`src/rtl/tmr_flag_pkg.sv`:
```
package tmr_flag_pkg;
  localparam int unsigned CNT_LO_OFS = 'h04;
  localparam int unsigned CNT_HI_OFS = 'h05;
  localparam int unsigned CH_FLG_OFS = 'h0E;
  localparam int unsigned OVF_FLG_OFS = 'h0F;
  localparam int unsigned CH_BASE_OFS = 'h10;
  localparam int unsigned BYTES_PER_CH = 2;
endpackage

```
`src/rtl/tmr_flag_bank.sv`:
```
module tmr_flag_bank #(
  parameter int unsigned W = 8
) (
  input  logic         clk_i,
  input  logic         rst_ni,
  input  logic [W-1:0] set_i,
  input  logic [W-1:0] clr_i,
  output logic [W-1:0] flag_o
);
  for (genvar k = 0; k < W; k++) begin : g_bit
    always_ff @(posedge clk_i or negedge rst_ni) begin
      if (!rst_ni) flag_o[k] <= 1'b0;
      else if (set_i[k]) flag_o[k] <= 1'b1;  // set has priority
      else if (clr_i[k]) flag_o[k] <= 1'b0;
    end
  end
endmodule

```
`src/rtl/tmr_flag_dec.sv`:
```
module tmr_flag_dec
  import tmr_flag_pkg::*;
#(
  parameter int unsigned ADDR_W = 6,
  parameter int unsigned NUM_CH = 8
) (
  input  logic [ADDR_W-1:0] addr_i,
  input  logic              rd_i,
  input  logic              wr_i,
  input  logic [NUM_CH-1:0] wdata_i,
  input  logic              en_i,
  input  logic              fast_i,
  output logic [NUM_CH-1:0] ch_clr_o,
  output logic              ovf_clr_o
);
  logic acc;
  logic wr_ch_flg, wr_ovf_flg, cnt_hit;
  assign acc        = rd_i | wr_i;
  assign wr_ch_flg  = wr_i & en_i & (addr_i == ADDR_W'(CH_FLG_OFS));
  assign wr_ovf_flg = wr_i & en_i & (addr_i == ADDR_W'(OVF_FLG_OFS));
  assign cnt_hit    = (addr_i == ADDR_W'(CNT_LO_OFS)) | (addr_i == ADDR_W'(CNT_HI_OFS));

  for (genvar k = 0; k < NUM_CH; k++) begin : g_ch
    localparam int unsigned LO = CH_BASE_OFS + BYTES_PER_CH * k;
    logic hit;
    assign hit = (addr_i == ADDR_W'(LO)) | (addr_i == ADDR_W'(LO + 1));
    assign ch_clr_o[k] = (wr_ch_flg & wdata_i[k]) | (fast_i & acc & hit);
  end

  assign ovf_clr_o = (wr_ovf_flg & wdata_i[NUM_CH-1]) | (fast_i & acc & cnt_hit);
endmodule

```
`src/rtl/tmr_flag_unit.sv`:
```
module tmr_flag_unit
  import tmr_flag_pkg::*;
#(
  parameter int unsigned ADDR_W = 6,
  parameter int unsigned DATA_W = 8
) (
  input  logic              clk_i,
  input  logic              rst_ni,
  input  logic [ADDR_W-1:0] addr_i,
  input  logic              rd_i,
  input  logic              wr_i,
  input  logic [DATA_W-1:0] wdata_i,
  output logic [DATA_W-1:0] rdata_o,
  input  logic [DATA_W-1:0] ch_evt_i,
  input  logic              ovf_evt_i,
  input  logic              tmr_en_i,
  input  logic              pac_en_i,
  input  logic              fast_clr_i,
  input  logic [DATA_W-1:0] ch_ie_i,
  input  logic              ovf_ie_i,
  output logic [DATA_W-1:0] ch_irq_o,
  output logic              ovf_irq_o
);
  localparam int unsigned NUM_CH = DATA_W;

  logic [NUM_CH-1:0] ch_clr, ch_flag;
  logic              ovf_clr, ovf_flag;

  tmr_flag_dec #(.ADDR_W(ADDR_W), .NUM_CH(NUM_CH)) u_dec (
    .addr_i   (addr_i),
    .rd_i     (rd_i),
    .wr_i     (wr_i),
    .wdata_i  (wdata_i),
    .en_i     (tmr_en_i | pac_en_i),
    .fast_i   (fast_clr_i),
    .ch_clr_o (ch_clr),
    .ovf_clr_o(ovf_clr)
  );

  tmr_flag_bank #(.W(NUM_CH)) u_ch_bank (
    .clk_i (clk_i),
    .rst_ni(rst_ni),
    .set_i (ch_evt_i),
    .clr_i (ch_clr),
    .flag_o(ch_flag)
  );

  tmr_flag_bank #(.W(1)) u_ovf_bank (
    .clk_i (clk_i),
    .rst_ni(rst_ni),
    .set_i (ovf_evt_i),
    .clr_i (ovf_clr),
    .flag_o(ovf_flag)
  );

  always_comb begin
    rdata_o = '0;
    if (addr_i == ADDR_W'(CH_FLG_OFS)) rdata_o = ch_flag;
    else if (addr_i == ADDR_W'(OVF_FLG_OFS)) rdata_o[DATA_W-1] = ovf_flag;
  end

  assign ch_irq_o  = ch_flag & ch_ie_i;
  assign ovf_irq_o = ovf_flag & ovf_ie_i;
endmodule

```
`config.mk`:
```
export PLATFORM = sky130hd
export DESIGN_NAME = tmr_flag_unit
export DESIGN_NICKNAME = d
export VERILOG_FILES = /design/src/rtl/tmr_flag_pkg.sv /design/src/rtl/tmr_flag_bank.sv /design/src/rtl/tmr_flag_dec.sv /design/src/rtl/tmr_flag_unit.sv
export SDC_FILE = /design/constraint.sdc
export NUM_CORES = 1
export LEC_CHECK = 0
export BUFFER_PORTS_ARGS = -buffer_cell sky130_fd_sc_hd__buf_4
export CAP_MARGIN = 20
export CELL_PAD_IN_SITES_DETAIL_PLACEMENT = 0
export CELL_PAD_IN_SITES_GLOBAL_PLACEMENT = 1
export CORE_UTILIZATION = 23
export DETAILED_ROUTE_END_ITERATION = 16
export PLACE_DENSITY = 0.73
export SYNTH_ARGS = -nofsm -noshare
export SYNTH_HDL_FRONTEND = slang
export SYNTH_SLANG_ARGS = --single-unit
```
`constraint.sdc`:
```
create_clock -name clk_i -period 1.02 [get_ports clk_i]
set_input_delay 0.153 -clock clk_i [delete_from_list [all_inputs] [get_ports clk_i]]
set_output_delay 0.153 -clock clk_i [all_outputs]
set_load 0.02 [all_outputs]
```
### Word-level counts from Yosys, hierarchy flattened

Cells that the tools add are included.

* register bits after elaboration: 9
* bits of input ports: 39
* output and inout bits: 17
* word-level logic and storage cells: 103

* equality and inequality tests: 20
* muxes and demuxes: 21
* bitwise logic cells: 44
* reduce and logical (&&, ||, !) cells: 9

Operators with widths (count)
* $eq A6 B5 Y1 const B: 16
* $and A1 B1 Y1: 23
* $mux W1: 20
* $or A1 B1 Y1: 20
* $reduce_bool A2 Y1: 9
* $eq A6 B3 Y1 const B: 2
* $eq A6 B4 Y1 const B: 2
* $and A8 B8 Y8: 1
* $mux W7: 1

### Logic depth before layout (Yosys ltp)

Gate-level depths: netlist (run 1).

* depth in word-level cells: 7
* gate-level depth with buffers: 5
* mapped depth without buffers: 3

### By module

A second synthesis (run 1) with hierarchy kept.

* cell total of the unflattened synthesis: 80
* area, all modules: 730.7 sq um

Modules (own cells, without submodules)
* tmr_flag_bank (u_ch_bank): times used 1, cells an instance 24, area an instance 290.3 sq um, seq. area each 200.2 sq um
* tmr_flag_unit: times used 1, cells an instance 29, area an instance 231.5 sq um, seq. area each 0.0 sq um
* tmr_flag_dec: times used 1, cells an instance 24, area an instance 172.7 sq um, seq. area each 0.0 sq um
* tmr_flag_bank (u_ovf_bank): times used 1, cells an instance 3, area an instance 36.3 sq um, seq. area each 25.0 sq um

### Worst setup path before layout (run 1)

Ideal clock, no wire load.

* kind: input port to output port
* start point: input port addr_i[1]
* end point: output port rdata_o[7]
* arrival time: 1.383 ns
* data required time: 0.867 ns
* setup slack: -0.516 ns
* cell stages on the path: 4
* buffers on the path: 2
* path through: and3_1 buf_6 clkbuf_1 nor4b_1

* cells in the longest elaborated chain, start to end: 3
* elaborated cells between the ends (all ways): 4
* those cells by class: 2 x eq/ne; 2 x mux

Ends and longest elaborated chain
* start, declared: RTL line tmr_flag_unit.sv:9 `input logic [ADDR_W-1:0] addr_i,`
* $eq A6 B4 Y1: RTL line tmr_flag_unit.sv:59 `else if (addr_i == ADDR_W'(OVF_FLG_OFS)) rdata_o[DATA_W-1] = ovf_flag;`
* $mux W1: RTL line tmr_flag_unit.sv:59
* $mux W1 *: RTL line tmr_flag_unit.sv:58 `if (addr_i == ADDR_W'(CH_FLG_OFS)) rdata_o = ch_flag;`
* end, declared: RTL line tmr_flag_unit.sv:13 `output logic [DATA_W-1:0] rdata_o,`

Every way passes the cells marked *; elsewhere a longest branch is shown, timed or not.

### Worst setup path after layout (run 1)

* start point: register u_ovf_bank.flag_o
* end point: output port rdata_o[7]

* cells in the longest elaborated chain, start to end: 2

Ends and longest elaborated chain
* start, declared: RTL line tmr_flag_bank.sv:8 `output logic [W-1:0] flag_o`
* start signal, assigned by index: RTL line tmr_flag_bank.sv:12 `if (!rst_ni) flag_o[k] <= 1'b0;`
* start signal, assigned by index: RTL line tmr_flag_bank.sv:13 `else if (set_i[k]) flag_o[k] <= 1'b1;`
* start signal, assigned by index: RTL line tmr_flag_bank.sv:14 `else if (clr_i[k]) flag_o[k] <= 1'b0;`
* $mux W1: RTL line tmr_flag_unit.sv:59
* $mux W1: RTL line tmr_flag_unit.sv:58

No other way between the ends.

==> results_dict.tcl, run 1 <==
set metrics [dict create \
    grt_antenna_before_repair 0 \
    power.density_mw_per_mm2 695 \
    endpoint_kind "output pin" \
    drtIter0Drc 17 \
    synth_warnings 0 \
    dp_slack_ps -168 \
    maxCapViolCount 0 \
    grt_usage_pct 15.9 \
    grt_overflow 0 \
    setup_tns_ps -1570 \
    grt_pass1_wl_mm 4.08 \
    firstDrtPassIters 4 \
    rows 19 \
    report.final.hold_viol_count 0 \
    worst-path-max-fanout 2 \
    syn_inst 74 \
    viasPerCell 5.03 \
    setup_violations 17 \
    skew_ps 0 \
    worst_ep_required_time_ps 870 \
    num_vias 925 \
    synth_area_um2 683 \
    r2r_slack_ps 70 \
    clk_pin_slew_ps 60 \
    final_nets 193 \
    route.detailed.drc 0 \
    synth-seq-area-share_pct 33.0 \
    drive_above_1_share_pct 73.2 \
    synth_fa_ha_area_share_pct 0 \
    cts.sinks 9 \
    gp_congestion 0.753 \
    pin_count 56 \
    place_hpwl_mm 1.85 \
    fin_crit_sh_pct 124 \
    yosys.area_share.simple_pct 46.9 \
    rsz0062_at_grt "true" \
    final_cells 184 \
    die_w_um 56.5 \
    cts_max_level 1 \
    cts_root_buf "clkbuf_4" \
    diodes 0 \
    die_area_mm2 0.00319 \
    clk_latency_ps 260 \
    first_global_vias 931 \
    setup_ws_ps -249 \
    cts-buffers-inserted 3 \
    area_growth_pct 125 \
    coreArea_mm2 0.00278 \
    yosys.area_share.xor_xnor_pct 0 \
    fillCellCount 253 \
    timing.final.crit_period_ps 1270 \
    dpl.cell_count 169 \
    p_leak_nw 0.671 \
    grt_start_max_net_pins 11 \
    critPathLaunchType "flip-flop" \
    synth_compound_area_share_pct 13.9 \
    wl_mm 2.41 \
    peakVddDrop_v 0.000490 \
    drv_slew 0 \
    hold_class "input pin to flip-flop" \
    crit_arrival_ps 1120 \
    max_freq_mhz 788 \
    antenna_left 0 \
    synth_top_family_by_area "simple AND/OR/NAND/NOR gates" \
    outcome "complete, but fails checks" \
    start_util_pct 24.6 \
    io_buffers 55 \
    slew_headroom_pct 85.1 \
    synth_seq_cells 9 \
    violations "setup timing" \
    clockBufferDepth 2 \
    synth.mux.area_fraction_pct 1.47 \
    wl_per_cell_um 13.1 \
    avgSynthCellArea_um2 9.23 \
    syn_nets 113 \
    die_y_um 56.5 \
    cts_tree "done" \
    path_class "flip-flop to output pin" \
    synth_cell_types 22 \
    tightest_slew_ps 220 \
    total_power_mw 1.07 \
    finalHoldWorstSlack_ps 80.5 \
]
layout make-up:
cell class,count,area (um2),share of cell area (%)
multi-input combinational,59,502,32.7
clock buffer,4,26.3,1.71
sequential,9,225,14.7
tap,31,38.8,2.53
timing repair buffer,81,742,48.4
kinds of logic (layout without fill, tap and decap cells):
family	after synthesis	after routing
flip-flops	9	9
buffers and inverters	6	85
AO/OA/AOI/OAI	11	11
multiplexers	1	1
AND/OR/NAND/NOR	47	47
cells in the mapped netlist:
library cell,instances,share of area [%]
buf_6,1,1.6
a31o_1,1,1.3
nand4_1,14,13
o21a_1,1,1.1
and2_1,10,9.2
and4b_1,2,2.9
clkbuf_1,3,1.6
and3_1,8,7.3
nor2b_1,2,1.8
nor4b_1,1,1.3
or4b_1,1,1.5
or2_2,1,0.92
and4bb_2,1,1.8
nor3_4,1,2.4
o2111ai_1,1,1.3
a31o_2,8,10
nor2_1,1,0.55
and2b_1,2,2.2
clkbuf_2,2,1.5
dfrtp_1,9,33
nand3_1,3,2.2
mux2i_1,1,1.5
flip-flops by register name (all words and copies together), names as in the netlist:
signal and count:
u_ch_bank.flag_o 8, u_ovf_bank.flag_o 1
timing repair:
action,4_1_cts,5_1_grt
hold buffers,1,0
gates resized for setup,28,6
pin swaps,9,5
endpoints found under the hold margin,9,0
setup buffers,5,4
cloned,1,0
endpoints found under the setup margin,17,22
layer usage:
layer	global-route usage (%)	wire length, um
met1	20.4	1030
met2	26.7	1240
met5	0	0
met4	5.23	27
met3	2.76	121
worst max-delay path, stage by stage (launching register included):
cell	delay, ps
dfrtp_1	380
mux2i_2	100
nor4b_4	210
buf_4	180
power by group:
group / internal (mW) / total (mW) / switching (mW)
Sequential: 0.362 / 0.365 / 0.00367
Combinational: 0.263 / 0.419 / 0.156
Clock: 0.151 / 0.281 / 0.130
path summary, 6_finish.rpt:
kind,startpoint,to,cells after the start
worst max-delay path,u_ovf_bank.flag_o$_DFFE_PN0P_,rdata_o[7],3
worst min-delay path,ch_evt_i[5],u_ch_bank.flag_o[5]$_DFFE_PN0P_,2
worst max register to register,u_ch_bank.flag_o[3]$_DFFE_PN0P_,u_ch_bank.flag_o[3]$_DFFE_PN0P_,3
worst min register to register,u_ch_bank.flag_o[0]$_DFFE_PN0P_,u_ch_bank.flag_o[0]$_DFFE_PN0P_,1
max in group asynchronous,rst_ni,u_ch_bank.flag_o[6]$_DFFE_PN0P_,2
min in group asynchronous,rst_ni,u_ch_bank.flag_o[4]$_DFFE_PN0P_,2
stage by stage:
| step | instance area (um2) | utilization [%] |
|---|---|---|
| 2_1_floorplan | 763 | - |
| 3_3_place_gp | 1290 | 46.4 |
| 3_5_place_dp | 1290 | 46.4 |
| 4_1_cts | 1490 | 53.6 |
| 5_1_grt | 1530 | 55.2 |
| 6_report | 1530 | 55.2 |
cell usage in the layout, fill, tap and decap left out, drive strengths merged:
cell / netlist / final
and2: 10 / 10
nor2: 1 / 1
or2: 1 / 1
buf: 1 / 80
nor2b: 2 / 2
a31o: 9 / 9
dfrtp: 9 / 9
or4b: 1 / 1
and4bb: 1 / 1
nor3: 1 / 1
o21a: 1 / 1
dlygate4sd3: 0 / 1
nand4: 14 / 14
mux2i: 1 / 1
and4b: 2 / 2
nand3: 3 / 3
o2111ai: 1 / 1
nor4b: 1 / 1
clkbuf: 5 / 4
and3: 8 / 8
and2b: 2 / 2
(Power assumes the default switching activity.)
==> run 2, diff against run 1 <==
clock period = 1.1 ns   (was 1.02 ns; I/O delays follow)
==> run 2 against run 1 <==
Effect of this change:
- the run still ends with setup timing left
- clock skew is the same
- hold slack improved by 1.6 ps
- final area is 2.0% lower
- flip-flop and latch count unchanged
- clock power fell by 4%
- sequential share of layout area is 0.31 points higher
- largest power group unchanged
- combinational power down 11%
- non-clock buffer count is 3 lower
- highest routed layer unchanged
- worst setup slack better by 20 ps
- clock-buffer cell count unchanged
- final cell count is 1.6% lower
- critical path depth unchanged
==> results_dict.tcl, run 2 (same netlist as run 1, synthesis figures left out) <==
set metrics [dict create \
    outcome "complete, but fails checks" \
    violations "setup timing" \
    clockBufferDepth 2 \
    num_vias 912 \
    multi_input_comb_area_um2 504 \
    p_leak_nw 0.647 \
    report.final.hold_viol_count 0 \
    dpl.cell_count 164 \
    fin_crit_sh_pct 121 \
    worst-path-max-fanout 2 \
    wl_mm 2.71 \
    r2r_cells 3 \
    crit_arrival_ps 1160 \
    max_freq_mhz 752 \
    timing.final.crit_period_ps 1330 \
    route.detailed.drc 0 \
    final_cell_mix "55 x buf_4, 18 x buf_6, 14 x nand4_1, 9 x dfrtp_1" \
    final_cells 181 \
    setup_ws_ps -229 \
    wl_per_cell_um 15.0 \
    skew_ps 0 \
    cts_max_level 1 \
    die_y_um 56.5 \
    clk_latency_ps 270 \
    tightest_slew_ps 324 \
    reg2reg_to "u_ch_bank.flag_o[5]$_DFFE_PN0P_" \
    final_util_pct 54.0 \
    gp_congestion 0.702 \
    maxCapViolCount 0 \
    grt_usage_pct 16.9 \
    drtIter0Drc 23 \
    first_global_vias 876 \
    critPathLaunchType "flip-flop" \
    critPathLaunch "u_ovf_bank.flag_o$_DFFE_PN0P_" \
    grt_antenna_before_repair 0 \
    final_nets 190 \
    path_class "flip-flop to output pin" \
    regMostFlops "u_ch_bank.flag_o" \
    worst_ep_required_time_ps 940 \
    cts-buffers-inserted 3 \
    fillCellCount 266 \
    cts_root_buf "clkbuf_4" \
    io_buffers 55 \
    final_common_cell "buf_4" \
    reg_top3 "u_ch_bank.flag_o: 8 flops, u_ovf_bank.flag_o: 1 flops" \
    pin_count 56 \
    start_util_pct 24.6 \
    hold_class "input pin to flip-flop" \
    critPathCapture "rdata_o[7]" \
    area_growth_pct 120 \
    grt_start_max_net_pins 18 \
    viasPerCell 5.04 \
    largest_register_ffs 8 \
    rows 19 \
    peakVddDrop_v 0.000375 \
    regArea_um2 225 \
    firstDrtPassIters 4 \
    grt_pass1_wl_mm 4.18 \
    antenna_left 0 \
    slew_headroom_pct 78.4 \
    endpoint_kind "output pin" \
    power.density_mw_per_mm2 655 \
    die_w_um 56.5 \
    rsz0062_at_grt "true" \
    cts_tree "done" \
    drv_slew 0 \
    grt_overflow 0 \
    cts.sinks 9 \
    diodes 0 \
    die_area_mm2 0.00319 \
    clk_pin_slew_ps 70 \
    r2r-start "u_ch_bank.flag_o[5]$_DFFE_PN0P_" \
    place_hpwl_mm 1.80 \
    setup_violations 11 \
    coreArea_mm2 0.00278 \
    r2r_slack_ps 110 \
    drive_above_1_share_pct 72.7 \
]
## run 2: cell count changes in the layout (fill, tap and decap cells not counted)
cell	previous run	this run
and2_1	1	2
and3_4	7	8
and2_4	9	8
buf_4	56	55
buf_8	2	1
and3_1	1	0
buf_6	19	18
## run 2: final cells by class
class / count / area share [%]
clock buffer: 4 / 1.75
multi-input combinational: 59 / 33.6
tap: 31 / 2.58
sequential: 9 / 15.0
timing repair buffer: 78 / 47.1
## run 2: what timing repair did
item	4_1_cts	5_1_grt
gates resized for setup	34	4
cloned	1	0
buffers inserted	9	2
endpoints found under the hold margin	9	0
endpoints found under the setup margin	17	19
hold buffers	1	0
pin swaps	3	0
## run 2: per-layer routing
layer | GRT usage, % | wire length (um) | vias up
li1 | - | - | 446
met4 | 7.32 | 43 | 0
met2 | 29.9 | 1430 | 34
met1 | 20.9 | 1120 | 427
met3 | 1.15 | 117 | 5
met5 | 0 | 0 | -
## run 2: how the worst min path moves through the flow
| stage | slack, ps | to | cells past startpoint | start |
|---|---|---|---|---|
| 2_1_floorplan | -130 | u_ch_bank.flag_o[0]$_DFFE_PN0P_ | 0 | rst_ni |
| 4_1_cts | 80 | u_ch_bank.flag_o[2]$_DFFE_PN0P_ | 2 | ch_evt_i[2] |
| 5_1_grt | 70 | u_ch_bank.flag_o[0]$_DFFE_PN0P_ | 2 | ch_evt_i[0] |
| 3_3_place_gp | -2 | u_ch_bank.flag_o[6]$_DFFE_PN0P_ | 1 | rst_ni |
| 3_5_place_dp | -2 | u_ch_bank.flag_o[6]$_DFFE_PN0P_ | 1 | rst_ni |
| 6_report | 80 | u_ch_bank.flag_o[0]$_DFFE_PN0P_ | 2 | ch_evt_i[0] |
## run 2: report_power, final
part / leakage [nW] / switching (mW) / internal (mW)
Combinational: 0.552 / 0.145 / 0.229
Clock: 0.0150 / 0.130 / 0.140
Sequential: 0.0796 / 0.00365 / 0.335
## run 2: worst max-delay path, stage by stage, from the launching register on
cell and delay, ps:
dfrtp_1 400, mux2i_2 110, nor4b_4 200, buf_4 180
## run 2: per-stage QoR
stage | setup slack (ps) | setup TNS (ps) | hold slack (ps) | area (um2) | total power, mW
2_1_floorplan | -46.3 | -46.3 | -131 | 726 | 0.457
3_3_place_gp | -91.9 | -602 | -1.66 | 1230 | 0.648
3_5_place_dp | -108 | -692 | -1.58 | 1230 | 0.650
6_report | -229 | -1280 | 82.2 | 1500 | 0.984
4_1_cts | -197 | -582 | 83.7 | 1490 | 0.980
5_1_grt | -269 | -1690 | 72.4 | 1500 | 1.03
